## config.mk

```make
export PLATFORM = sky130hd
export DESIGN_NAME = ham74_codec
export DESIGN_NICKNAME = d
export VERILOG_FILES = /design/src/rtl/ham74_pkg.sv /design/src/rtl/ham74_stage.sv /design/src/rtl/ham74_encoder.sv /design/src/rtl/ham74_decoder.sv /design/src/rtl/ham74_codec.sv
export SDC_FILE = /design/constraint.sdc
export NUM_CORES = 1
export LEC_CHECK = 0
export BUFFER_PORTS_ARGS = -buffer_cell sky130_fd_sc_hd__buf_2
export CAP_MARGIN = 20
export CORE_AREA = 2 2 63 50
export CTS_CLUSTER_DIAMETER = 30
export DETAILED_ROUTE_END_ITERATION = 12
export DIE_AREA = 0 0 65 52
export PLACE_DENSITY_LB_ADDON = 0.2
export SLEW_MARGIN = 20
export SYNTH_ARGS = -nofsm -noshare
export SYNTH_HDL_FRONTEND = slang
export SYNTH_HIERARCHICAL = 1
export SYNTH_SLANG_ARGS = --single-unit
export TNS_END_PERCENT = 20
```

## constraint.sdc

```tcl
create_clock -name clk -period 0.8 [get_ports clk]
set_input_delay 0.04 -clock clk [delete_from_list [all_inputs] [get_ports clk]]
set_output_delay 0.04 -clock clk [all_outputs]
set_load 0.05 [all_outputs]
```

## src/rtl/ham74_pkg.sv

```systemverilog
package ham74_pkg;
  localparam int unsigned DATA_W = 4;
  localparam int unsigned SYN_W  = 3;
  localparam int unsigned CODE_W = (1 << SYN_W) - 1;

  typedef logic [DATA_W-1:0] nib_t;
  typedef logic [CODE_W-1:0] cw_t;
  typedef logic [SYN_W-1:0]  syn_t;

  // data bit j sits at this 1-based position
  function automatic int unsigned data_pos(input int unsigned j);
    case (j)
      0:       data_pos = 3;
      1:       data_pos = 5;
      2:       data_pos = 6;
      default: data_pos = 7;
    endcase
  endfunction

  // even-parity check k over all positions whose index has bit k set
  function automatic syn_t calc_syndrome(input cw_t cw);
    syn_t s;
    s = '0;
    for (int unsigned k = 0; k < SYN_W; k++)
      for (int unsigned p = 1; p <= CODE_W; p++)
        if (((p >> k) & 1) == 1) s[k] = s[k] ^ cw[p-1];
    return s;
  endfunction

  function automatic cw_t place_data(input nib_t d);
    cw_t c;
    c = '0;
    for (int unsigned j = 0; j < DATA_W; j++) c[data_pos(j)-1] = d[j];
    return c;
  endfunction

  function automatic nib_t take_data(input cw_t c);
    nib_t d;
    for (int unsigned j = 0; j < DATA_W; j++) d[j] = c[data_pos(j)-1];
    return d;
  endfunction

  function automatic cw_t encode(input nib_t d);
    cw_t  c;
    syn_t s;
    c = place_data(d);
    s = calc_syndrome(c);
    for (int unsigned k = 0; k < SYN_W; k++) c[(1 << k)-1] = s[k];
    return c;
  endfunction

  function automatic cw_t flip_mask(input syn_t s);
    cw_t m;
    m = '0;
    for (int unsigned p = 1; p <= CODE_W; p++)
      if (s == syn_t'(p)) m[p-1] = 1'b1;
    return m;
  endfunction
endpackage

```

## src/rtl/ham74_stage.sv

```systemverilog
module ham74_stage #(
  parameter int unsigned W   = 8,
  parameter bit          REG = 1'b1
) (
  input  logic         clk,
  input  logic         rst_n,
  input  logic         vld_i,
  input  logic [W-1:0] dat_i,
  output logic         vld_o,
  output logic [W-1:0] dat_o
);
  generate
    if (REG) begin : g_reg
      always_ff @(posedge clk or negedge rst_n) begin
        if (!rst_n) begin
          vld_o <= 1'b0;
          dat_o <= '0;
        end else begin
          vld_o <= vld_i;
          if (vld_i) dat_o <= dat_i;
        end
      end
    end else begin : g_wire
      assign vld_o = vld_i;
      assign dat_o = dat_i;
    end
  endgenerate
endmodule

```

## src/rtl/ham74_encoder.sv

```systemverilog
module ham74_encoder
  import ham74_pkg::*;
#(
  parameter bit REG = 1'b1
) (
  input  logic clk,
  input  logic rst_n,
  input  logic vld_i,
  input  nib_t data_i,
  output logic vld_o,
  output cw_t  code_o
);
  cw_t code_c;
  assign code_c = encode(data_i);

  ham74_stage #(.W(CODE_W), .REG(REG)) u_stage (
    .clk(clk), .rst_n(rst_n),
    .vld_i(vld_i), .dat_i(code_c),
    .vld_o(vld_o), .dat_o(code_o)
  );
endmodule

```

## src/rtl/ham74_decoder.sv

```systemverilog
module ham74_decoder
  import ham74_pkg::*;
#(
  parameter bit REG = 1'b1
) (
  input  logic clk,
  input  logic rst_n,
  input  logic vld_i,
  input  cw_t  code_i,
  output logic vld_o,
  output nib_t data_o,
  output syn_t syn_o,
  output logic fixed_o,
  output syn_t syn_raw_o,
  output cw_t  mask_o
);
  localparam int unsigned PK_W = DATA_W + SYN_W + 1;

  cw_t         repaired;
  logic [PK_W-1:0] pk_c, pk_q;

  assign syn_raw_o = calc_syndrome(code_i);
  assign mask_o    = flip_mask(syn_raw_o);
  assign repaired  = code_i ^ mask_o;
  assign pk_c      = {take_data(repaired), syn_raw_o, |mask_o};

  ham74_stage #(.W(PK_W), .REG(REG)) u_stage (
    .clk(clk), .rst_n(rst_n),
    .vld_i(vld_i), .dat_i(pk_c),
    .vld_o(vld_o), .dat_o(pk_q)
  );

  assign data_o  = pk_q[PK_W-1 -: DATA_W];
  assign syn_o   = pk_q[SYN_W:1];
  assign fixed_o = pk_q[0];
endmodule

```

## src/rtl/ham74_codec.sv

```systemverilog
module ham74_codec #(
  parameter bit ENC_REG = 1'b1,
  parameter bit DEC_REG = 1'b1
) (
  input  logic       clk,
  input  logic       rst_n,
  input  logic       enc_valid_i,
  input  logic [3:0] enc_data_i,
  output logic       enc_valid_o,
  output logic [6:0] enc_code_o,
  input  logic       dec_valid_i,
  input  logic [6:0] dec_code_i,
  output logic       dec_valid_o,
  output logic [3:0] dec_data_o,
  output logic [2:0] dec_syndrome_o,
  output logic       dec_corrected_o
);
  // internal events brought out for the checker
  logic [2:0] dec_syn_raw;
  logic [6:0] dec_flip_mask;

  ham74_encoder #(.REG(ENC_REG)) u_enc (
    .clk(clk), .rst_n(rst_n),
    .vld_i(enc_valid_i), .data_i(enc_data_i),
    .vld_o(enc_valid_o), .code_o(enc_code_o)
  );

  ham74_decoder #(.REG(DEC_REG)) u_dec (
    .clk(clk), .rst_n(rst_n),
    .vld_i(dec_valid_i), .code_i(dec_code_i),
    .vld_o(dec_valid_o), .data_o(dec_data_o),
    .syn_o(dec_syndrome_o), .fixed_o(dec_corrected_o),
    .syn_raw_o(dec_syn_raw), .mask_o(dec_flip_mask)
  );
endmodule

```

==> metrics.txt, run 1 <==
grt ovf=0; WHS=0.0521 ns; TritonCTS buffer count=3; headroom to the max-slew limit=74.8%; Synth Instances=118; syn_area_per_cell=11.0 um^2; Worst-path clk slew=0.06 ns; vias in the first global route=1,145; Layout Utilization=74.8%; first-pass GRT wire length=5380 um; DR DRC count=0; fin crit share=155%; I/O Buffers=31; Longest Clk Path Bufs=2; Post-Syn Area=0.00130 mm^2; M1 WL=1550 um; DP HPWL=2390 um; highest routing layer actually used=met3; DIE AREA=0.00338 mm^2; clock skew=0 ns; CTS Sinks=17; post-synthesis net count=133; DRT iter0 DRCs=63; status=complete, but fails checks; PwrDens=1810 mW/mm^2; latest clock arrival within the worst-skew pair=0.25 ns; met2 WL post-DR=1890 um; GPL Wtd Cong=0.926; critical path endpoint category=flip-flop; CP Max Fanout=6; drt pass-1 iters=4; net count of the finished layout=195; routed wl met3=114 um; max-slew violations=0; Routed Wire Length=3560 um; FILL cells=182; die width=65 um; CP peak stage delay=0.27 ns; DP Worst Slack=-0.845 ns; most frequent cells in the layout=buf_4, buf_6, dfrtp_1; clock root cell=clkbuf_8; Tmin final=1.24 ns; Worst EP arrival=1.37 ns; largest net degree at the start of global routing=18; WL per Instance=16.4 um; Ys Warns=6; WP buf/inv=3; antenna viol nets, final=0; slowest CP cell=xnor2_4; static leakage=0.968 nW; CTS HTree Levels=1; placed cells=203; number of diodes=0; Fmax achieved=808 MHz; vias after detailed routing=1,135; die span in y=52 um; floorplan row count=17; fin cells=217; crit path launch type=input pin; crit path cell chain=buf_12 -> xnor2_4 -> buf_6 -> nand2_4 -> buf_6 -> a21oi_2 -> o21ai_1 -> a22o_1 -> mux2_4; total of max-cap violations=0; critical path class=in2reg; leading cell type in the layout, fill and taps excluded=buf_4; CTS tree=yes; Min-Delay Path Class=in2reg; Worst Tran Pin Value=0.378 ns; Critical Path RT=0.93 ns; Final setup viols=24; vias per cell=5.23; initial core utilization=46.7%; initial antenna violation count=0; fraction of layout cells with a size suffix above 1=61.5%; fin worst setup slack=-0.437 ns; CP most frequent cell=buf_6; IO Count=32; Area Overhead vs Synth=60.2%; Core Region=0.00279 mm^2; Fin. Hold Viols=0; failing checks=negative setup slack; worst ir drop on vdd=1.47 mV; GRT Overall Usage=21.4%; CP top delay family=buffers and inverters; RSZ-0062 raised after global routing=yes; setup TNS=-3.21 ns
[flip-flops by register name, indices dropped and copies added (netlist names)]
signal	flops
u_enc/u_stage/vld_o	1
u_enc/u_stage/dat_o	7
u_dec/u_stage/dat_o	8
u_dec/u_stage/vld_o	1
[power breakdown]
group	switching (mW)	internal, mW
clock	0.276	0.353
sequential	0.109	1.00
combinational	1.06	0.970
[path summary, 6_finish.rpt]
| kind | startpoint | end | slack, ns | depth (start not counted) |
|---|---|---|---|---|
| worst min-delay path | enc_valid_i | u_enc/u_stage/vld_o | 0.05 | 1 |
| worst min register to register | u_enc/u_stage/dat_o[3] | u_enc/u_stage/dat_o[3] | 0.54 | 1 |
| worst max register to register | u_dec/u_stage/dat_o[1] | u_dec/u_stage/dat_o[1] | 0 | 1 |
| max in group asynchronous | rst_n | u_enc/u_stage/dat_o[4] | 0.29 | 2 |
| worst max-delay path | dec_code_i[1] | u_dec/u_stage/dat_o[5] | -0.44 | 9 |
| min in group asynchronous | rst_n | u_enc/u_stage/dat_o[5] | 0.24 | 2 |
[final cells by class]
| cell class | instances | area (um^2) | area share (%) |
|---|---|---|---|
| inverters | 2 | 7.51 | 0.360 |
| flip-flops and latches | 17 | 425 | 20.4 |
| multi-input cells | 87 | 918 | 44.1 |
| clock buffers | 4 | 45.0 | 2.16 |
| well taps | 38 | 47.5 | 2.28 |
| repair buffers | 69 | 641 | 30.7 |
[per-layer routing]
metal,up-vias,global-route usage (%)
met5,-,0
met4,0,2.13
met3,0,4.98
met2,27,36.9
met1,558,28.4
li1,550,-
[timing repair]
item,4_1_cts,5_1_grt
resized for setup,52,30
pin swaps,7,15
buffers inserted,7,2
hold buffers,1,0
setup endpoints to repair,24,25
endpoints found under the hold margin,17,0
[through the flow]
stage	cell area, um^2	power, mW
4_1_cts	1950	3.67
2_1_floorplan	1320	2.23
3_5_place_dp	1660	2.71
6_report	2080	3.77
3_3_place_gp	1660	2.67
5_1_grt	2080	3.95
No activity file was read; power rests on OpenSTA's default activity.
==> run 2, diff against run 1 <==
--- a/config.mk
+++ b/config.mk
@@ -5,12 +5,13 @@
 export SDC_FILE = /design/constraint.sdc
 export NUM_CORES = 1
 export LEC_CHECK = 0
+export ABC_AREA = 1
 export BUFFER_PORTS_ARGS = -buffer_cell sky130_fd_sc_hd__buf_2
 export CAP_MARGIN = 20
-export CORE_AREA = 2 2 63 50
+export CORE_AREA = 2 2 58 46
 export CTS_CLUSTER_DIAMETER = 30
 export DETAILED_ROUTE_END_ITERATION = 12
-export DIE_AREA = 0 0 65 52
+export DIE_AREA = 0 0 60 48
 export PLACE_DENSITY_LB_ADDON = 0.2
 export SLEW_MARGIN = 20
 export SYNTH_ARGS = -nofsm -noshare
==> run 2 against run 1 <==
  * The run still ends with negative setup slack left
  * Clock power decreased by 26%
  * Global-route usage decreased by 2.7 points
  * Sequential share of layout area increased by 7.3 points
==> metrics.txt, run 2 <==
Post-Syn Area=0.00108 mm^2 (was 0.00130 mm^2); Core Region=0.00227 mm^2 (was 0.00279 mm^2); total of max-cap violations=0 (unchanged); clock root cell=clkbuf_4 (was clkbuf_8); cell count of the worst reg-to-reg path=3 (was 1); most frequent cells in the layout=nand2_1, buf_6, dfrtp_1 (was buf_4, buf_6, dfrtp_1); Longest Clk Path Bufs=2 (unchanged); Layout Utilization=68.1% (was 74.8%); DR DRC count=0 (unchanged); drt pass-1 iters=4 (unchanged); FF-to-FF setup slack=0.04 ns (was 0 ns); Fin. Hold Viols=0 (unchanged); largest net degree at the start of global routing=18 (unchanged); WP buf/inv=1 (was 3); fin worst setup slack=-0.116 ns (was -0.437 ns); GPL Wtd Cong=0.879 (was 0.926); net count of the finished layout=215 (was 195); number of diodes=0 (unchanged); CP peak stage delay=0.43 ns (was 0.27 ns); status=complete, but fails checks (unchanged); Worst EP arrival=0.88 ns (was 1.37 ns); fin crit share=115% (was 155%); number of flip-flops in the largest register=8 (unchanged); capturing point of the worst reg2reg path=u_dec/u_stage/dat_o[5] (was u_dec/u_stage/dat_o[1]); die span in y=48 um (was 52 um); FILL cells=188 (was 182); GRT Overall Usage=18.6% (was 21.4%); CTS tree=yes (unchanged); routed wl met3=146 um (was 114 um); M1 WL=1230 um (was 1550 um); Biggest register=u_dec/u_stage/dat_o (unchanged); Routed Wire Length=2490 um (was 3560 um); Worst Tran Pin Value=0.389 ns (was 0.378 ns); Ys Warns=6 (unchanged); I/O Buffers=31 (unchanged); post-synthesis net count=167 (was 133); Worst-path clk slew=0.11 ns (was 0.06 ns); DRT iter0 DRCs=19 (was 63); grt ovf=0 (unchanged); Critical Path RT=0.76 ns (was 0.93 ns); headroom to the max-slew limit=74.0% (was 74.8%); syn_area_per_cell=7.13 um^2 (was 11.0 um^2); worst ir drop on vdd=0.867 mV (was 1.47 mV); max-slew violations=0 (unchanged); WL per Instance=10.7 um (was 16.4 um); Fmax achieved=1090 MHz (was 808 MHz); CTS Sinks=17 (unchanged); CP Max Fanout=2 (was 6); Reg-to-Reg Start=u_dec/u_stage/dat_o[5] (was u_dec/u_stage/dat_o[1]); PwrDens=1680 mW/mm^2 (was 1810 mW/mm^2); failing checks=negative setup slack (unchanged); leading cell type in the layout, fill and taps excluded=nand2_1 (was buf_4); RSZ-0062 raised after global routing=yes (unchanged); critical path class=reg2out (was in2reg); critical path endpoint category=output pin (was flip-flop); slowest CP cell=dfrtp_2 (was xnor2_4); DIE AREA=0.00288 mm^2 (was 0.00338 mm^2); crit path cell chain=buf_6 (was buf_12 -> xnor2_4 -> buf_6 -> nand2_4 -> buf_6 -> a21oi_2 -> o21ai_1 -> a22o_1 -> mux2_4); vias per cell=4.73 (was 5.23); WHS=0.0199 ns (was 0.0521 ns); initial core utilization=47.7% (was 46.7%); fin cells=233 (was 217); antenna viol nets, final=0 (unchanged); TritonCTS buffer count=3 (unchanged); die width=60 um (was 65 um); first-pass GRT wire length=3950 um (was 5380 um); static leakage=0.864 nW (was 0.968 nW); IO Count=32 (unchanged); hold_sp=enc_data_i[2] (was enc_valid_i); Synth Instances=152 (was 118); registers with the most flip-flops=u_dec/u_stage/dat_o: 8 flops, u_enc/u_stage/dat_o: 7 flops (unchanged); Area Overhead vs Synth=42.7% (was 60.2%); floorplan row count=15 (was 17); DP HPWL=1940 um (was 2390 um); vias after detailed routing=1,101 (was 1,135); Final setup viols=17 (was 24); CP top delay family=flip-flops (was buffers and inverters); CTS HTree Levels=1 (unchanged); fraction of layout cells with a size suffix above 1=41.7% (was 61.5%); latest clock arrival within the worst-skew pair=0.29 ns (was 0.25 ns); initial antenna violation count=0 (unchanged); clock skew=0 ns (unchanged); Min-Delay Path Class=in2reg (unchanged); placed cells=224 (was 203); worst hold stages=3 (was 1); highest routing layer actually used=met4 (was met3); vias in the first global route=888 (was 1,145); Tmin final=0.916 ns (was 1.24 ns); Worst Hold End=u_enc/u_stage/dat_o[5] (was u_enc/u_stage/vld_o); met2 WL post-DR=1100 um (was 1890 um); crit path launch type=flip-flop (was input pin)
==> run 2: layout make-up <==
type | count | area (um^2) | share of cell area [%]
Clock inverter | 1 | 5.00 | 0.324
Timing Repair Buffer | 45 | 385 | 24.9
Sequential cell | 17 | 429 | 27.8
Multi-Input combinational cell | 120 | 594 | 38.4
Tap cell | 34 | 42.5 | 2.75
Clock buffer | 3 | 22.5 | 1.46
Inverter | 13 | 67.6 | 4.37
==> run 2: per-stage QoR <==
stage	total power [mW]	setup TNS, ns	setup slack (ns)	cell area (um^2)
2_1_floorplan	1.69	-0.425	-0.0325	1110
3_3_place_gp	1.95	-2.28	-0.353	1360
3_5_place_dp	1.97	-2.64	-0.430	1360
4_1_cts	2.60	-1.69	-0.120	1540
5_1_grt	2.74	-2.39	-0.149	1550
6_report	2.59	-1.57	-0.116	1550
==> run 2: worst max-delay path by stage <==
stage	end	slack, ns	cells past startpoint	startpoint
floorplan	u_dec/u_stage/dat_o[1]	-0.03	2	u_dec/u_stage/dat_o[1]
global placement	u_dec/u_stage/dat_o[5]	-0.35	12	dec_code_i[2]
detailed placement	u_dec/u_stage/dat_o[4]	-0.43	12	dec_code_i[2]
CTS	dec_corrected_o	-0.12	1	u_dec/u_stage/dat_o[0]
global route	dec_corrected_o	-0.15	1	u_dec/u_stage/dat_o[0]
finish	dec_corrected_o	-0.12	1	u_dec/u_stage/dat_o[0]
==> run 2: layer usage <==
layer	track usage, %	vias to the layer above
met2	27.0	35
met3	5.41	2
li1	-	567
met5	0	-
met4	3.11	0
met1	27.8	497
==> run 2: what timing repair did <==
item / 4_1_cts / 5_1_grt
buffers inserted: 2 / 0
gates resized for setup: 36 / 3
setup endpoints to repair: 21 / 27
hold buffers: 3 / 0
hold endpoints to repair: 19 / 0
pin swaps: 0 / 0
==> run 2: report_power, final <==
part / leakage (nW) / switching [mW] / internal [mW]
combinational: 0.644 / 0.704 / 0.405
clock: 0.0177 / 0.279 / 0.186
sequential: 0.203 / 0.0648 / 0.952
total: 0.864 / 1.05 / 1.54
